### config.mk
export PLATFORM = sky130hd
export DESIGN_NAME = pfp_coef_tap
export DESIGN_NICKNAME = d
export VERILOG_FILES = /design/src/rtl/pfp_tap_pkg.sv /design/src/rtl/pfp_tap_ctrl.sv /design/src/rtl/pfp_tap_datapath.sv /design/src/rtl/pfp_coef_tap.sv
export SDC_FILE = /design/constraint.sdc
export NUM_CORES = 1
export LEC_CHECK = 0
export BUFFER_PORTS_ARGS = -buffer_cell sky130_fd_sc_hd__buf_2
export CORE_AREA = 2 2 128 142
export CTS_BUF_LIST = sky130_fd_sc_hd__clkbuf_8
export DETAILED_ROUTE_END_ITERATION = 8
export DIE_AREA = 0 0 130 144
export PLACE_DENSITY = 0.72
export SETUP_SLACK_MARGIN = 0.05
export SKIP_CTS_REPAIR_TIMING = 1
export SLEW_MARGIN = 0
export SYNTH_ARGS = -nofsm -noshare
export SYNTH_HDL_FRONTEND = slang
export SYNTH_HIERARCHICAL = 1
export SYNTH_SLANG_ARGS = --single-unit
### constraint.sdc
create_clock -name clk -period 7.8 [get_ports clk]
set_input_delay 0.78 -clock clk [delete_from_list [all_inputs] [get_ports clk]]
set_output_delay 0.78 -clock clk [all_outputs]
set_load 0.01 [all_outputs]
### src/rtl/pfp_tap_pkg.sv
package pfp_tap_pkg;

  // Strobes from the control to the datapath.
  typedef struct packed {
    logic capture;   // latch sample and current coefficient
    logic zeroCoef;  // current coefficient is the reserved zero word
    logic outLoad;   // last tree level holds a valid sum
  } tapStrobe_t;

endpackage

### src/rtl/pfp_tap_ctrl.sv
module pfp_tap_ctrl
  import pfp_tap_pkg::*;
#(
  parameter int SHIFT_W = 3,
  parameter int NORM_W  = 8,
  parameter int LAT     = 6,
  localparam int CW     = SHIFT_W + NORM_W
) (
  input  logic          clk,
  input  logic          rstN,
  input  logic          coefLoad,
  input  logic [CW-1:0] coefWord,
  input  logic          inValid,
  output logic [CW-1:0] coefQ,
  output tapStrobe_t    strobe,
  output logic          outValid
);

  localparam logic [CW-1:0] ZERO_WORD = {{SHIFT_W{1'b1}}, {NORM_W{1'b0}}};

  logic [LAT-1:0] validPipe;

  always_ff @(posedge clk) begin
    if (!rstN) begin
      coefQ <= ZERO_WORD;
    end else if (coefLoad) begin
      coefQ <= coefWord;
    end
  end

  always_ff @(posedge clk) begin
    if (!rstN) begin
      validPipe <= '0;
    end else begin
      validPipe <= {validPipe[LAT-2:0], inValid};
    end
  end

  always_comb begin
    strobe.capture  = inValid;
    strobe.zeroCoef = (coefQ == ZERO_WORD);
    strobe.outLoad  = validPipe[LAT-2];
  end

  assign outValid = validPipe[LAT-1];

endmodule

### src/rtl/pfp_tap_datapath.sv
module pfp_tap_datapath
  import pfp_tap_pkg::*;
#(
  parameter int DATA_W   = 8,
  parameter int SHIFT_W  = 3,
  parameter int NORM_W   = 8,
  parameter int OUT_FRAC = 8,
  localparam int CW      = SHIFT_W + NORM_W,
  localparam int SMAX    = (1 << SHIFT_W) - 1,
  localparam int TW      = DATA_W + 1 + NORM_W,
  localparam int WW      = TW + SMAX,
  localparam int OW      = DATA_W + 1 + OUT_FRAC,
  localparam int DROP    = NORM_W + SMAX - OUT_FRAC,
  localparam int NOPS    = NORM_W + 1,
  localparam int LEVELS  = $clog2(NOPS),
  localparam int NPAD    = 1 << LEVELS
) (
  input  logic              clk,
  input  logic              rstN,
  input  tapStrobe_t        strobe,
  input  logic [CW-1:0]     coefQ,
  input  logic [DATA_W-1:0] inSample,
  output logic [OW-1:0]     outProduct
);

  // Capture stage: sample and the coefficient in force travel together.
  logic [DATA_W-1:0]  xQ;
  logic [NORM_W-1:0]  normQ;
  logic [SHIFT_W-1:0] shiftQ;
  logic               zeroQ;

  always_ff @(posedge clk) begin
    if (strobe.capture) begin
      xQ     <= inSample;
      normQ  <= coefQ[NORM_W-1:0];
      shiftQ <= coefQ[CW-1 -: SHIFT_W];
      zeroQ  <= strobe.zeroCoef;
    end
  end

  // Operands: narrow, scaled by 2^NORM_W so no fraction bit is lost.
  logic signed [TW-1:0] xExt;
  logic signed [TW-1:0] ops [NPAD];

  assign xExt = {{(TW-DATA_W){xQ[DATA_W-1]}}, xQ};

  always_comb begin
    for (int k = 0; k < NPAD; k++) ops[k] = '0;
    ops[0] = zeroQ ? '0 : (xExt <<< NORM_W);
    for (int k = 1; k <= NORM_W; k++) begin
      if (normQ[NORM_W-k]) ops[k] = xExt <<< (NORM_W - k);
    end
  end

  // Balanced adder tree, one register per level; the shift rides along.
  for (genvar j = 1; j <= LEVELS; j++) begin : lvl
    localparam int N = NPAD >> j;
    logic signed [TW-1:0] node [N];
    logic [SHIFT_W-1:0]   sh;

    if (j == 1) begin : first
      always_ff @(posedge clk) begin
        for (int i = 0; i < N; i++) node[i] <= ops[2*i] + ops[2*i+1];
        sh <= shiftQ;
      end
    end else begin : inner
      always_ff @(posedge clk) begin
        for (int i = 0; i < N; i++) node[i] <= lvl[j-1].node[2*i] + lvl[j-1].node[2*i+1];
        sh <= lvl[j-1].sh;
      end
    end
  end

  // Output stage: single common right shift, then truncation toward -inf.
  logic signed [WW-1:0] wide;

  assign wide = {{SMAX{lvl[LEVELS].node[0][TW-1]}}, lvl[LEVELS].node[0]} <<< SMAX;

  always_ff @(posedge clk) begin
    if (!rstN) begin
      outProduct <= '0;
    end else if (strobe.outLoad) begin
      outProduct <= OW'(wide >>> (int'(lvl[LEVELS].sh) + DROP));
    end
  end

endmodule

### src/rtl/pfp_coef_tap.sv
module pfp_coef_tap
  import pfp_tap_pkg::*;
#(
  parameter int DATA_W   = 8,
  parameter int SHIFT_W  = 3,
  parameter int NORM_W   = 8,
  parameter int OUT_FRAC = 8,
  localparam int CW      = SHIFT_W + NORM_W,
  localparam int OW      = DATA_W + 1 + OUT_FRAC,
  localparam int LAT     = $clog2(NORM_W + 1) + 2
) (
  input  logic              clk,
  input  logic              rstN,
  input  logic              coefLoad,
  input  logic [CW-1:0]     coefWord,
  input  logic              inValid,
  input  logic [DATA_W-1:0] inSample,
  output logic              outValid,
  output logic [OW-1:0]     outProduct
);

  tapStrobe_t    strobe;
  logic [CW-1:0] coefQ;

  pfp_tap_ctrl #(
    .SHIFT_W(SHIFT_W), .NORM_W(NORM_W), .LAT(LAT)
  ) ctrlI (
    .clk(clk), .rstN(rstN), .coefLoad(coefLoad), .coefWord(coefWord),
    .inValid(inValid), .coefQ(coefQ), .strobe(strobe), .outValid(outValid)
  );

  pfp_tap_datapath #(
    .DATA_W(DATA_W), .SHIFT_W(SHIFT_W), .NORM_W(NORM_W), .OUT_FRAC(OUT_FRAC)
  ) dpI (
    .clk(clk), .rstN(rstN), .strobe(strobe), .coefQ(coefQ),
    .inSample(inSample), .outProduct(outProduct)
  );

endmodule

# After elaboration in Yosys (flattened, before gate mapping)
# Memory sizes are Yosys's and may differ from the RTL's.
# Cells that the tools add are included.
# W data, S select, Z words.
[totals] register_bits=66 ram_bits=255 input_bits=23 output_inout_bits=18 elab_cells=38 n_memories=4
[classes] n_addsub=12 eq_ne=1 shifts=1 mux=9
[memory_table] memory="dpI.lvl[1].node" depth=8 word_bits=17 rd=8 rd_clocked_by_memory_dff=0 write_ports=8 line_no="pfp_tap_datapath.sv:58" text="logic signed [TW-1:0] node [N];"
[memory_table] memory="dpI.lvl[2].node" depth=4 word_bits=17 rd=4 rd_clocked_by_memory_dff=0 write_ports=4 line_no="pfp_tap_datapath.sv:58"
[memory_table] memory="dpI.lvl[3].node" depth=2 word_bits=17 rd=2 rd_clocked_by_memory_dff=0 write_ports=2 line_no="pfp_tap_datapath.sv:58"
[memory_table] memory="dpI.lvl[4].node" depth=1 word_bits=17 rd=1 rd_clocked_by_memory_dff=0 write_ports=1 line_no="pfp_tap_datapath.sv:58"
[ops] op="$add A17 B17 Y17" count=11
[ops] op="$mux W17" count=9
[ops] op="$sshr A24 B4 Y17" count=1
[ops] op="$eq A11 B11 Y1 const B" count=1
[ops] op="$add A3 B3 Y4 const B" count=1

# Longest topological paths before layout
[depth] ltp_word=2 mapped_depth=14 depth_no_buf=10

# Cells and area by module
# The synthesis kept the hierarchy.
[by_module_without_submodules] module="pfp_tap_datapath" instances=1 cells_per_inst=809 area_per_inst_um2=8762.2
[by_module_without_submodules] module="pfp_tap_ctrl" instances=1 cells_per_inst=53 area_per_inst_um2=610.6

# Worst setup path before layout
# Ideal clock, no wire load.
[synth_timing] path_type="reg-to-reg" start="reg dpI.lvl[4].sh[0]" end="reg dpI.outProduct[16]" arrival_time_ps=2378 slack_ps=5306 path_stages_with_launch=13 n_path_buf=5 synth_period_minus_slack_ps=2494 path_cell_list="dfxtp_1 > buf_4 > buf_6 > buf_2 > inv_1 > ha_1 > buf_4 > buf_4 > mux4_2 > mux2i_1 > a21oi_1 > mux2i_1 > nor2b_1"
[synth_between] elab_chain_cells=2
[synth_rtl] item="start, declared" line_no="pfp_tap_datapath.sv:59" text="logic [SHIFT_W-1:0] sh;"
[synth_rtl] item="start signal, assigned" line_no="pfp_tap_datapath.sv:69" text="sh <= lvl[j-1].sh;"
[synth_rtl] item="$add A3 B3 Y4" line_no="pfp_tap_datapath.sv:83" text="outProduct <= OW'(wide >>> (int'(lvl[LEVELS].sh) + DROP));"
[synth_rtl] item="$sshr A24 B4 Y17" line_no="pfp_tap_datapath.sv:83"
[synth_rtl] item="end signal, assigned" line_no="pfp_tap_datapath.sv:83"
[synth_rtl] item="end, declared" line_no="pfp_tap_datapath.sv:23" text="output logic [OW-1:0] outProduct"
# Every way passes these cells.
# A chain may end at the register's enable or synchronous reset.

# Worst setup path in the final report
[layout_timing] start="reg dpI.lvl[4].sh[0]" end="reg dpI.outProduct[4]"
# The elaborated chain is that of the path after synthesis.

==> results.py <==
metrics = {
    "clock_network": {
        "cts_buffers": 31,
        "clkSinkCount": 203,
        "cts_root_buffer": "clkbuf_8",
        "cts_tree": "built",
        "ctsLongestPathBuffers": 3,
        "cts_max_level": 1,
        "clk_pin_slew_ns": 0.06,
        "clk_latency_ns": 0.58,
    },
    "timing": {
        "finalHoldViolCount": 0,
        "period_needed_ns": 3.46,
        "setup_tns_ns": 0,
        "max_slew.worst_pin.slew_ns": 1.07,
        "rsz0062_at_grt": "no",
        "setup_viol": 0,
        "max_freq_mhz": 289,
        "finClkSkew_ns": 0.0302,
        "maxSlewViolCount": 0,
        "finalCritPeriodShare_pct": 44.3,
        "max_slew_margin_pct": 28.4,
    },
    "critical_path": {
        "cpPeakStageDelay_ns": 1.02,
        "path_delay_family": "multiplexers",
        "r2r-start": "dpI/lvl[4].sh[0]",
        "critical_path_required_ns": 8.26,
        "startpoint": "dpI/lvl[4].sh[0]",
        "crit_buf_inv": 1,
        "cp_cell_sequence": "inv_1 > ha_1 > mux4_2 > mux2_4 > nor2_1 > a21oi_1 > mux2i_1 > nor2b_1",
        "cp-start-kind": "flop",
        "crit_path_end_kind": "flop",
        "arrival_ns": 3.92,
        "cp_max_fo": 26,
        "r2r_setup_slack_ns": 4.34,
        "critPathSlowestCell": "dfxtp_1",
        "crit_type": "flop to flop",
    },
    "global_routing": {
        "grt_max_degree": 35,
        "grt_pass1_wl_mm": 27.4,
        "antenna_found_initial": 0,
        "grt_usage_pct": 18.0,
        "grt_pass1_vias": 6190,
        "grt-ovfl-total": 0,
    },
    "synth": {
        "async_flop_share_pct": 0,
        "synthesis.nets": 974,
        "syn_inst": 862,
        "synthDistinctLibCells": 63,
        "synth_top_area_share_pct": 39.1,
        "synth-edff-count": 20,
        "syn_area_per_cell_um2": 10.9,
        "synthAdderAreaFrac_pct": 12.5,
        "synth-compound-area-share_pct": 13.1,
        "synthTopCellsByArea": "dfxtp_1 39%, ha_1 11%, edfxtp_1 6.4%, and2_1 4.7%, xnor2_1 4.1%",
        "synth_top_family_by_area": "simple AND/OR/NAND/NOR gates",
        "yosys_warnings": 6,
        "syn_area_um2": 9370,
        "synthMuxAreaShare_pct": 6.78,
        "seq_area_frac_synth_pct": 45.5,
        "ys_ff_latch": 203,
        "synth_top_area_cell": "dfxtp_1",
        "synth-simple-area-share_pct": 13.4,
        "synth-main-ff-cell": "dfxtp_1",
        "synth_xor_area_share_pct": 6.46,
    },
    "die": {
        "die_h_um": 144,
        "core_um2": 17400,
        "die_area_um2": 18700,
        "rows": 51,
        "chipWidth_um": 130,
        "ios": 41,
        "start_util_pct": 53.8,
    },
    "finish": {
        "fin_cells": 1178,
        "syn_to_final_growth_pct": 11.1,
        "diodes": 0,
        "drive_gt1_share_pct": 12.0,
        "nets": 1030,
    },
    "outcome": {
        "outcome": "finished, final reports clean",
    },
    "routing": {
        "dr.first_iter.drc_count": 252,
        "routed_wl_mm": 16.3,
        "vias": 6174,
        "drc": 0,
        "via_per_inst": 5.24,
        "wl_per_cell_um": 13.8,
        "ant_nets": 0,
        "drt_first_pass_iters": 4,
    },
    "pwr": {
        "p_sw_mw": 0.998,
        "internal_power_mw": 2.27,
        "power_frac_clock_pct": 27.7,
        "peakVddDrop_v": 0.000134,
        "seqPwrFrac_pct": 42.5,
        "p_sw_share_pct": 30.6,
        "power.density_nw_per_um2": 313,
        "power_leakage_nw": 4.68,
        "p_comb_share_pct": 29.8,
    },
    "placement": {
        "portBuffers": 40,
        "dp_hpwl_mm": 12.1,
        "dp.cells": 1123,
        "gp_congestion": 0.882,
    },
    "hold_path": {
        "worstHoldStart": "dpI/lvl[2].node[2][6]",
        "hp-class": "flop to flop",
    },
    "job": {
        "maxCapViolCount": 0,
    },
}
## cell type report
class	instances	area (um^2)
Fill cell	1465	7000
Multi-Input combinational cell	618	4900
Clock buffer	39	537
Clock inverter	16	128
Sequential cell	203	4260
Inverter	24	90.1
Tap cell	238	298
Timing Repair Buffer	40	200
## metal layers
layer / vias up / routed length [um] / track usage, %
li1: 3175 / - / -
met1: 2886 / 6920 / 20.1
met2: 88 / 8460 / 34.1
met3: 25 / 584 / 3.29
met4: 0 / 320 / 5.94
met5: - / 0 / 0
## sequential cells by signal (all words and copies together) (netlist names)
name and count:
dpI/normQ 8, ctrlI/validPipe 6, dpI/lvl.node 137, dpI/lvl.sh 12, dpI/xQ 8, dpI/zeroQ 1, dpI/shiftQ 3, dpI/outProduct 17
ctrlI/coefQ 11
## through the flow
stage          setup WS (ns)  utilization (%)  area [um^2]  power (mW)  hold WS (ns)
6_report                4.34             59.8        10400        3.26         0.306
5_1_grt                 4.00             59.8        10400        3.49         0.324
4_1_cts                 4.36             59.8        10400        3.30         0.297
3_5_place_dp            4.35             56.0         9750        2.38         0.312
3_3_place_gp            4.44             56.0         9750        2.36         0.310
2_1_floorplan           5.31                -         9370        2.17         0.310
## cells in the mapped netlist (20+ instances only)
cell type	number
nor2b_1	36
inv_1	24
nand2_1	38
o21ai_0	36
mux2i_1	29
xor2_1	22
dfxtp_1	183
edfxtp_1	20
and2_1	70
nor2_1	32
xnor2_1	44
a21o_1	22
ha_1	81
a21oi_1	46
## power by group through the flow
stage               Sequential, mW  Clock, mW  Combinational (mW)
floorplan                     1.36          0               0.807
global placement              1.41          0               0.951
detailed placement            1.41          0               0.972
CTS                           1.39      0.934               0.977
global route                  1.41      0.980                1.10
finish                        1.39      0.904               0.972
## logic make-up after synthesis
kind of cell	Yosys count
and+or+nand+nor	229
xor gates and xnor gates	67
adders and majority gates	89
DFF	203
AOI/OAI and AO/OA	187
muxes	46
buffers and inverters	41
## worst reg2reg max path, cell delays in order (launching register included)
cell and delay (ns):
dfxtp_1 1.02, inv_1 0.11, ha_1 0.92, mux4_2 0.62, mux2_4 0.29, nor2_1 0.11, a21oi_1 0.05, mux2i_1 0.18
nor2b_1 0.06
## cells in the final DEF, fill, tap and decap left out, types with 29 or more instances in the layout
cell,count
xnor2_1,44
mux2i_1,29
nor2_1,32
clkbuf_8,39
nor2b_1,36
ha_1,81
a21oi_1,46
inv_1,31
and2_1,70
buf_2,40
o21ai_0,36
dfxtp_1,183
nand2_1,38
## worst paths after layout
check	to	cells after the start
worst min register to register	dpI/lvl[3].node[0][23]	0
worst max register to register	dpI/outProduct[4]	8
worst min-delay path	dpI/lvl[3].node[0][23]	0
worst max-delay path	dpI/outProduct[4]	8
Power figures use the tool's default switching activity.
